===== src/rtl/pte_rc_pkg.sv =====
package pte_rc_pkg;
   localparam int PERM_W   = 3;
   localparam int P_RD     = 0;
   localparam int P_WR     = 1;
   localparam int P_EX     = 2;
   localparam int PTE_PRIV = 3;
   localparam int ATT_LO   = 4;
   localparam logic [1:0] ATT_NIIO = 2'b10;
   localparam int PTE_CHG  = 7;
   localparam int PTE_REF  = 8;
   localparam int CS_GUARD = 0;
   localparam int CS_PROT  = 1;
   localparam int CS_STORE = 2;

   typedef enum logic [1:0] {
      ACC_LOAD  = 2'd0,
      ACC_STORE = 2'd1,
      ACC_FETCH = 2'd2
   } acc_e;

   typedef enum logic [1:0] {
      ST_IDLE = 2'd0,
      ST_WB   = 2'd1,
      ST_DONE = 2'd2
   } state_e;
endpackage


===== src/rtl/pte_perm_eval.sv =====
module pte_perm_eval
   import pte_rc_pkg::*;
#(
   parameter int PTE_W     = 64,
   parameter int CAUSE_W   = 3,
   parameter bit AMR_APPLY = 1'b1
) (
   input  logic [PTE_W-1:0]   pte,
   input  logic [1:0]         acc,
   input  logic               user,
   input  logic               part,
   input  logic [PERM_W-1:0]  amr,
   output logic [PERM_W-1:0]  perm,
   output logic [CAUSE_W-1:0] cause,
   output logic               fault
);
   logic [PERM_W-1:0] eaa, eaa_masked, granted, need;
   logic guard, prot, is_store;

   assign eaa = pte[PERM_W-1:0];

   generate
      if (AMR_APPLY) begin : g_amr
         for (genvar i = 0; i < PERM_W; i++) begin : g_bit
            assign eaa_masked[i] = eaa[i] & amr[i];
         end
      end else begin : g_noamr
         assign eaa_masked = eaa;
      end
   endgenerate

   always_comb begin
      is_store = (acc == ACC_STORE);
      guard    = (acc == ACC_FETCH) && (pte[ATT_LO+1:ATT_LO] == ATT_NIIO);
      if (guard)
         granted = '0;
      else if (!part && pte[PTE_PRIV] && user)
         granted = '0;
      else if (user || pte[PTE_PRIV] || part)
         granted = eaa;
      else
         granted = eaa_masked;

      need = '0;
      case (acc)
         ACC_STORE: need[P_WR] = 1'b1;
         ACC_FETCH: need[P_EX] = 1'b1;
         default:   need[P_RD] = 1'b1;
      endcase
      prot  = !guard && ((need & ~granted) != '0);
      fault = guard || prot;

      cause           = '0;
      cause[CS_GUARD] = guard;
      cause[CS_PROT]  = prot;
      cause[CS_STORE] = fault && is_store;

      perm = granted;
      if (!is_store) perm[P_WR] = 1'b0;
   end
endmodule


===== src/rtl/pte_rc_update.sv =====
module pte_rc_update
   import pte_rc_pkg::*;
#(
   parameter int PTE_W = 64
) (
   input  logic [PTE_W-1:0] pte,
   input  logic             is_store,
   output logic [PTE_W-1:0] npte,
   output logic             changed
);
   always_comb begin
      npte          = pte;
      npte[PTE_REF] = 1'b1;
      if (is_store) npte[PTE_CHG] = 1'b1;
      changed = (npte != pte);
   end
endmodule


===== src/rtl/pte_perm_rc.sv =====
module pte_perm_rc
   import pte_rc_pkg::*;
#(
   parameter int PTE_W     = 64,
   parameter int ADDR_W    = 48,
   parameter int CAUSE_W   = 3,
   parameter bit AMR_APPLY = 1'b1
) (
   input  logic               clk,
   input  logic               rst_n,
   input  logic               start,
   input  logic [PTE_W-1:0]   pte,
   input  logic [ADDR_W-1:0]  pte_addr,
   input  logic [1:0]         acc_type,
   input  logic               user_mode,
   input  logic               part_scoped,
   input  logic [2:0]         amr_perm,
   input  logic               wr_ack,
   output logic               done,
   output logic               fault,
   output logic [CAUSE_W-1:0] cause,
   output logic [2:0]         perm,
   output logic [PTE_W-1:0]   new_pte,
   output logic               wr_req,
   output logic [ADDR_W-1:0]  wr_addr,
   output logic [PTE_W-1:0]   wr_data
);
   initial begin
      if (PTE_W < PTE_REF + 1) $error("PTE_W too small for the reference bit");
      if (CAUSE_W < CS_STORE + 1) $error("CAUSE_W too small for the cause bits");
      if (ADDR_W < 1) $error("ADDR_W must be positive");
   end

   logic [PERM_W-1:0]  e_perm;
   logic [CAUSE_W-1:0] e_cause;
   logic               e_fault, u_changed;
   logic [PTE_W-1:0]   u_npte;

   pte_perm_eval #(.PTE_W(PTE_W), .CAUSE_W(CAUSE_W), .AMR_APPLY(AMR_APPLY)) u_eval (
      .pte(pte), .acc(acc_type), .user(user_mode), .part(part_scoped),
      .amr(amr_perm), .perm(e_perm), .cause(e_cause), .fault(e_fault));

   pte_rc_update #(.PTE_W(PTE_W)) u_upd (
      .pte(pte), .is_store(acc_type == ACC_STORE),
      .npte(u_npte), .changed(u_changed));

   state_e             state;
   logic [PTE_W-1:0]   pte_q, npte_q;
   logic [ADDR_W-1:0]  addr_q;
   logic [PERM_W-1:0]  perm_q;
   logic [CAUSE_W-1:0] cause_q;
   logic               fault_q, store_q;

   always_ff @(posedge clk) begin
      if (!rst_n) begin
         state   <= ST_IDLE;
         pte_q   <= '0;
         npte_q  <= '0;
         addr_q  <= '0;
         perm_q  <= '0;
         cause_q <= '0;
         fault_q <= 1'b0;
         store_q <= 1'b0;
      end else begin
         case (state)
            ST_IDLE: if (start) begin
               pte_q   <= pte;
               addr_q  <= pte_addr;
               perm_q  <= e_perm;
               cause_q <= e_cause;
               fault_q <= e_fault;
               store_q <= (acc_type == ACC_STORE);
               npte_q  <= e_fault ? pte : u_npte;
               state   <= (!e_fault && u_changed) ? ST_WB : ST_DONE;
            end
            ST_WB:   if (wr_ack) state <= ST_DONE;
            ST_DONE: state <= ST_IDLE;
            default: state <= ST_IDLE;
         endcase
      end
   end

   assign done    = (state == ST_DONE);
   assign fault   = done && fault_q;
   assign cause   = cause_q;
   assign perm    = perm_q;
   assign new_pte = npte_q;
   assign wr_req  = (state == ST_WB);
   assign wr_addr = addr_q;
   assign wr_data = npte_q;

   assert_wr_hold_R9: assert property (@(posedge clk) disable iff (!rst_n)
      (wr_req && !wr_ack) |=> (wr_req && $stable(wr_addr) && $stable(wr_data)));
   assert_wr_changed_R9: assert property (@(posedge clk) disable iff (!rst_n)
      wr_req |-> (wr_data != pte_q));
   assert_done_pulse_R10: assert property (@(posedge clk) disable iff (!rst_n)
      done |=> !done);
   assert_ref_set_R7: assert property (@(posedge clk) disable iff (!rst_n)
      (done && !fault) |-> new_pte[PTE_REF]);
   assert_no_wr_perm_R8: assert property (@(posedge clk) disable iff (!rst_n)
      (done && !store_q) |-> !perm[P_WR]);
   assert_guard_empty_R1: assert property (@(posedge clk) disable iff (!rst_n)
      (done && cause[CS_GUARD]) |-> (perm == '0 && !wr_req));
   assert_store_flag_R6: assert property (@(posedge clk) disable iff (!rst_n)
      (done && !fault) |-> (cause == '0));
endmodule


===== config.mk =====
export PLATFORM = sky130hd
export DESIGN_NAME = pte_perm_rc
export DESIGN_NICKNAME = d
export VERILOG_FILES = /design/src/rtl/pte_rc_pkg.sv /design/src/rtl/pte_perm_eval.sv /design/src/rtl/pte_rc_update.sv /design/src/rtl/pte_perm_rc.sv
export SDC_FILE = /design/constraint.sdc
export NUM_CORES = 1
export LEC_CHECK = 0
export ABC_AREA = 1
export ABC_CLOCK_PERIOD_IN_PS = 2470
export CORE_MARGIN = 4
export CORE_UTILIZATION = 43
export DETAILED_ROUTE_END_ITERATION = 16
export PLACE_DENSITY = 0.9
export SLEW_MARGIN = 10
export SYNTH_ARGS = -nofsm -noshare
export SYNTH_HDL_FRONTEND = slang
export SYNTH_HIERARCHICAL = 1
export SYNTH_SLANG_ARGS = --single-unit

===== constraint.sdc =====
create_clock -name clk -period 2.47 [get_ports clk]
set_clock_uncertainty 0.05 [all_clocks]
set_input_delay 0.741 -clock clk [delete_from_list [all_inputs] [get_ports clk]]
set_output_delay 0.741 -clock clk [all_outputs]
set_load 0.02 [all_outputs]

==> flow_summary.yaml, run 1 <==
logic_synthesis:
  synth-edff-count: 0
  ys_seq_area_share_pct: 35.0
  synth_top_area_share_pct: 35.0
  netlist_instances: 1105
  synth_commonest_cells: "385 x nand2_1, 249 x nor2_1, 130 x buf_4"
  ys.flop_type: "dfxtp_1"
  ys_types: 21
  synth.top_cells.by_area: "dfxtp_1 35%, nand2_1 21%, buf_4 14%"
  synthArstFlopShare_pct: 0
  synth_most_common_cell: "nand2_1"
  synth_seq_cells: 121
  synth_area_um2: 6920
  synth.largest_area_cell: "dfxtp_1"
  ys_warn_count: 6
  syn_area_per_cell_um2: 6.26
  syn_nets: 1230
sta:
  worst_slack_ns: 0.0582
  worstMarginPinSlew_ns: 0.636
  setup_violations: 0
  slew-limit-headroom_pct: 57.6
  slew_viol_final: 0
  hold_viol_final: 0
  rsz0062_at_grt: "false"
  fmax_mhz: 415
  post-route-period-util_pct: 97.6
  min_period_ns: 2.41
detailed_routing:
  dr.pass1.iters: 7
  drt-initial-drc-count: 360
  num_vias: 6844
  drc: 0
  finalWirelength_mm: 20.3
  ant_nets: 0
  vias_per_cell: 4.57
  post_drt_wl_per_cell_um: 13.5
floorplan:
  fp-row-count: 46
  die_h_um: 135
  start_util_pct: 43.7
  ios: 308
  coreArea_um2: 15800
  die_w_um: 135
  die_area_um2: 18200
outcome:
  status: "finished clean"
setup_path:
  rrSetupSlack_ns: 0.74
  regToRegStartpoint: "state[1]"
  startpoint_type: "register"
  end_kind: "primary output"
  worstPathArrival_ns: 1.62
  critical_path_required_ns: 1.68
  slowest_delay_ns: 0.63
  r2r_cells: 5
  worst-path-max-fanout: 4
  crit_type: "reg2out"
  crit_slowest_cell: "clkdlybuf4s50_1"
  worstReg2RegEnd: "wr_addr[5]"
  cp_cell_sequence: "and3_1 -> clkdlybuf4s50_1"
clock_network:
  cts_tree: "built"
  clkSinkCount: 121
  clockBufferDepth: 2
  clock_latency_ns: 0.41
  ctsHtreeMaxLevel: 4
  clkSlewWorstSetupHoldPaths_ns: 0.05
  cts_inserted_buffers: 17
  root_buffer: "clkbuf_16"
global_routing:
  first_global_vias: 6323
  grt_pass1_wl_mm: 30.9
  grt_max_degree: 68
  track_usage_pct: 21.1
  antenna_found_initial: 0
  overflow: 0
flow_run:
  cap_violations: 0
cells_and_area:
  nets: 1395
  syn_to_final_growth_pct: 44.4
  seqCellArea_um2: 2420
  diodes: 0
  layout-drive-gt1-share_pct: 5.46
  utilization_pct: 63.2
  multi_input_area_um2: 2960
  fillCellCount: 1326
placement:
  portBuffers: 307
  place.gp.congestion: 0.810
  hpwl_mm: 14.2
  pre_cts_slack_ns: -0.307
hold_path:
  hp-class: "reg2reg"
  worst_hold_path.num_cells: 2
  hold_end: "fault_q"
  min_from: "fault_q"
power_and_ir_drop:
  ir_worst_vdd_uv: 451
  power.density_nw_per_um2: 703
  power.leakage_nw: 4.77
-- worst max-delay path, delay by kind of cell, from the launching register on --
kind / cells / cell delay (ns)
buf+inv: 1 / 0.63
flops: 1 / 0.41
simple gates: 1 / 0.18
-- sequential cells by signal, indices dropped and copies added, names as in the netlist --
name	flops
fault_q	1
perm	3
cause	3
wr_addr	48
new_pte	64
state	2
-- cells in the final DEF (no fill, tap or decap), types with 2 or more instances in the layout --
master | synthesis | routed
a21oi_1 | 2 | 2
buf_12 | 0 | 8
buf_4 | 130 | 15
bufinv_16 | 0 | 2
clkbuf_16 | 0 | 20
clkdlybuf4s50_1 | 0 | 303
clkinv_2 | 0 | 3
clkinv_4 | 0 | 5
clkinvlp_4 | 0 | 3
dfxtp_1 | 121 | 121
inv_1 | 86 | 85
nand2_1 | 385 | 385
nand3_1 | 9 | 8
nand3_4 | 1 | 2
nand3b_1 | 54 | 54
nor2_1 | 249 | 249
-- routing by layer --
metal  GRT usage (%)  vias up  wire [µm]
li1                -     3488          -
met1            24.7     3105       8410
met2            37.2      226      10200
met3            5.51       25       1330
met4            7.07        0        314
met5               0        -          0
-- per-stage QoR --
stage / total power [mW] / cells / cell area, µm² / TNS, ns / hold WS (ns)
global route: 7.40 / 1499 / 10000 / 0 / 0.436
floorplan: 3.71 / 1105 / 6920 / 0 / 0.382
global placement: 4.49 / 1463 / 9280 / -13.73 / 0.398
detailed placement: 4.55 / 1463 / 9280 / -18.09 / 0.401
CTS: 7.03 / 1495 / 9870 / 0 / 0.416
finish: 7.03 / 1499 / 10000 / 0 / 0.411
-- power breakdown --
part | leakage, nW | total [mW] | internal [mW] | switching [mW]
Sequential | 1.00 | 2.31 | 2.16 | 0.151
Combinational | 3.49 | 2.25 | 1.06 | 1.20
Clock | 0.282 | 2.46 | 1.51 | 0.949
Total | 4.77 | 7.03 | 4.73 | 2.30
-- what timing repair did --
action / in CTS / in global routing
setup buffers: 0 / 1
setup endpoints to repair: 1 / 44
hold buffers: 0 / 0
pin swaps: 0 / 2
gates cloned: 0 / 3
gates resized for setup: 1 / 9
-- cell type report --
class	instances	area share, %
clock buffer	18	4.39
multi-input combinational	710	29.6
inverter	87	3.34
clock inverter	14	1.50
tap	216	2.70
timing repair buffer	333	34.2
sequential	121	24.2
-- logic make-up after synthesis --
kind of cell / share of synthesized area [%]
compound gates: 0.217
fa+ha+maj: 0.362
buf+inv: 22.6
flops: 35.0
other cells: 0.0542
simple gates: 41.7
-- how the worst max path moves through the flow --
stage	depth (start not counted)	start	to
4_1_cts	2	state[1]	fault
6_report	2	state[1]	fault
5_1_grt	13	acc_type[0]	new_pte[8]
2_1_floorplan	13	acc_type[0]	new_pte[41]
3_5_place_dp	12	acc_type[0]	new_pte[57]
3_3_place_gp	12	acc_type[0]	state[1]
Power figures use the tool's default switching activity.
==> run 2: changes to the inputs <==
- CAP_MARGIN: default -> 20
==> results of run 2 <==
The final DEF is identical to that of run 1; final timing and power are the same.
==> run 3: changes to the inputs <==
- SETUP_SLACK_MARGIN: default -> 0.02
==> flow_summary.yaml, run 3 (synthesis gave the netlist of run 1 again) <==
clock_network:
  clkSlewWorstSetupHoldPaths_ns: 0.05
  ctsHtreeMaxLevel: 4
  cts_inserted_buffers: 17
  clock_latency_ns: 0.41
  cts_tree: "built"
  clkSinkCount: 121
  clockBufferDepth: 2
  root_buffer: "clkbuf_16"
floorplan:
  ios: 308
  die_area_um2: 18200
  die_h_um: 135
  fp-row-count: 46
  start_util_pct: 43.7
  die_w_um: 135
  coreArea_um2: 15800
global_routing:
  grt.met1_usage_pct: 24.7
  use_met3_pct: 5.51
  grt_util_met2_pct: 37.2
  grt_pass1_wl_mm: 30.9
  busiest_layer: "met2"
  grt_max_degree: 68
  track_usage_pct: 21.1
  overflow: 0
  first_global_vias: 6323
  antenna_found_initial: 0
setup_path:
  worstPathArrival_ns: 2.57
  crit_family: "buffers and inverters"
  cp_cell_sequence: "clkdlybuf4s50_1 -> inv_2 -> ha_4 -> nand3_4 -> nand3_2 -> o21ai_2 -> nand3_4 -> buf_12 -> clkbuf_16 -> nand2_1 -> nand2_1 -> nor2_1 -> nor2_1"
  critical_path_required_ns: 2.72
  slowest_delay_ns: 0.49
  startpoint_type: "input pin"
  crit_slowest_cell: "clkdlybuf4s50_1"
  end_kind: "register"
  critPathBufInv: 4
  worst-path-max-fanout: 16
  crit_type: "in2reg"
cells_and_area:
  syn_to_final_growth_pct: 44.6
  largest_reg_flops: 64
  nets: 1395
  layout-drive-gt1-share_pct: 5.53
  final_common_cell: "nand2_1"
  diodes: 0
  fin_area_um2: 10000
  fin_cells: 1499
  final_cell_mix: "385 x nand2_1, 302 x clkdlybuf4s50_1, 249 x nor2_1, 121 x dfxtp_1, 84 x inv_1"
detailed_routing:
  dr.pass1.iters: 4
  drt-initial-drc-count: 400
  post_drt_wl_per_cell_um: 13.6
  ant_nets: 0
  vias_per_cell: 4.56
  num_vias: 6828
  finalWirelength_mm: 20.3
  drc: 0
placement:
  portBuffers: 307
  place.gp.congestion: 0.810
  hpwl_mm: 14.2
  dp_cells: 1463
  place_area_um2: 9280
sta:
  hold_ws_ns: 0.411
  rsz0062_at_grt: "false"
  post-route-period-util_pct: 94.1
  min_period_ns: 2.32
  worstMarginPinSlew_ns: 0.635
  fmax_mhz: 430
  setup_violations: 0
  slew_viol_final: 0
  hold_viol_final: 0
  slew-limit-headroom_pct: 57.7
outcome:
  status: "finished clean"
power_and_ir_drop:
  total_power_mw: 7.03
  ir_worst_vdd_uv: 448
  power.leakage_nw: 4.79
  power.density_nw_per_um2: 702
flow_run:
  cap_violations: 0
hold_path:
  hp-class: "reg2reg"
-- run 3: routing by layer --
metal / up-vias / share of wire, %
met1: 3079 / 41
met2: 235 / 50
met4: 0 / 1.6
li1: 3487 / -
met3: 27 / 6.6
met5: - / 0
-- run 3: where the power goes --
part | switching (mW) | internal [mW]
Combinational | 1.20 | 1.06
Clock | 0.947 | 1.51
Sequential | 0.151 | 2.16
-- run 3: stage by stage --
stage,TNS [ns],utilization [%],setup WS (ns)
global placement,-13.73,58.6,-0.256
global route,0,63.2,0.0285
floorplan,0,-,0.292
detailed placement,-18.09,58.6,-0.307
CTS,0,62.3,0.0287
finish,0,63.2,0.146
-- run 3: timing repair --
action	in CTS	in global routing
setup buffers	0	1
endpoints found under the setup margin	1	63
hold buffers	0	0
cloned	0	3
pin swaps	0	3
resized for setup	1	12
-- run 3: worst min-delay path, delay by kind of cell, from the launching register on --
family	cells	cell delay [ns]
flip-flops	1	0.32
AND/OR/NAND/NOR	2	0.11
-- run 3: final timing paths --
| check | from | cells after the start | slack [ns] | to |
|---|---|---|---|---|
| setup / recovery | acc_type[0] | 13 | 0.15 | new_pte[17] |
| hold / removal | fault_q | 2 | 0.41 | fault_q |
| setup reg to reg | state[1] | 5 | 0.74 | wr_addr[5] |
| hold reg to reg | fault_q | 2 | 0.41 | fault_q |
-- run 3: layout make-up --
cell class              instances  area, µm²
inverters                      87        334
fillers                      1324       5820
repair buffers                333       3420
clock buffers                  18        439
well taps                     216        270
clock inverters                14        150
flip-flops and latches        121       2420
multi-input cells             710       2970
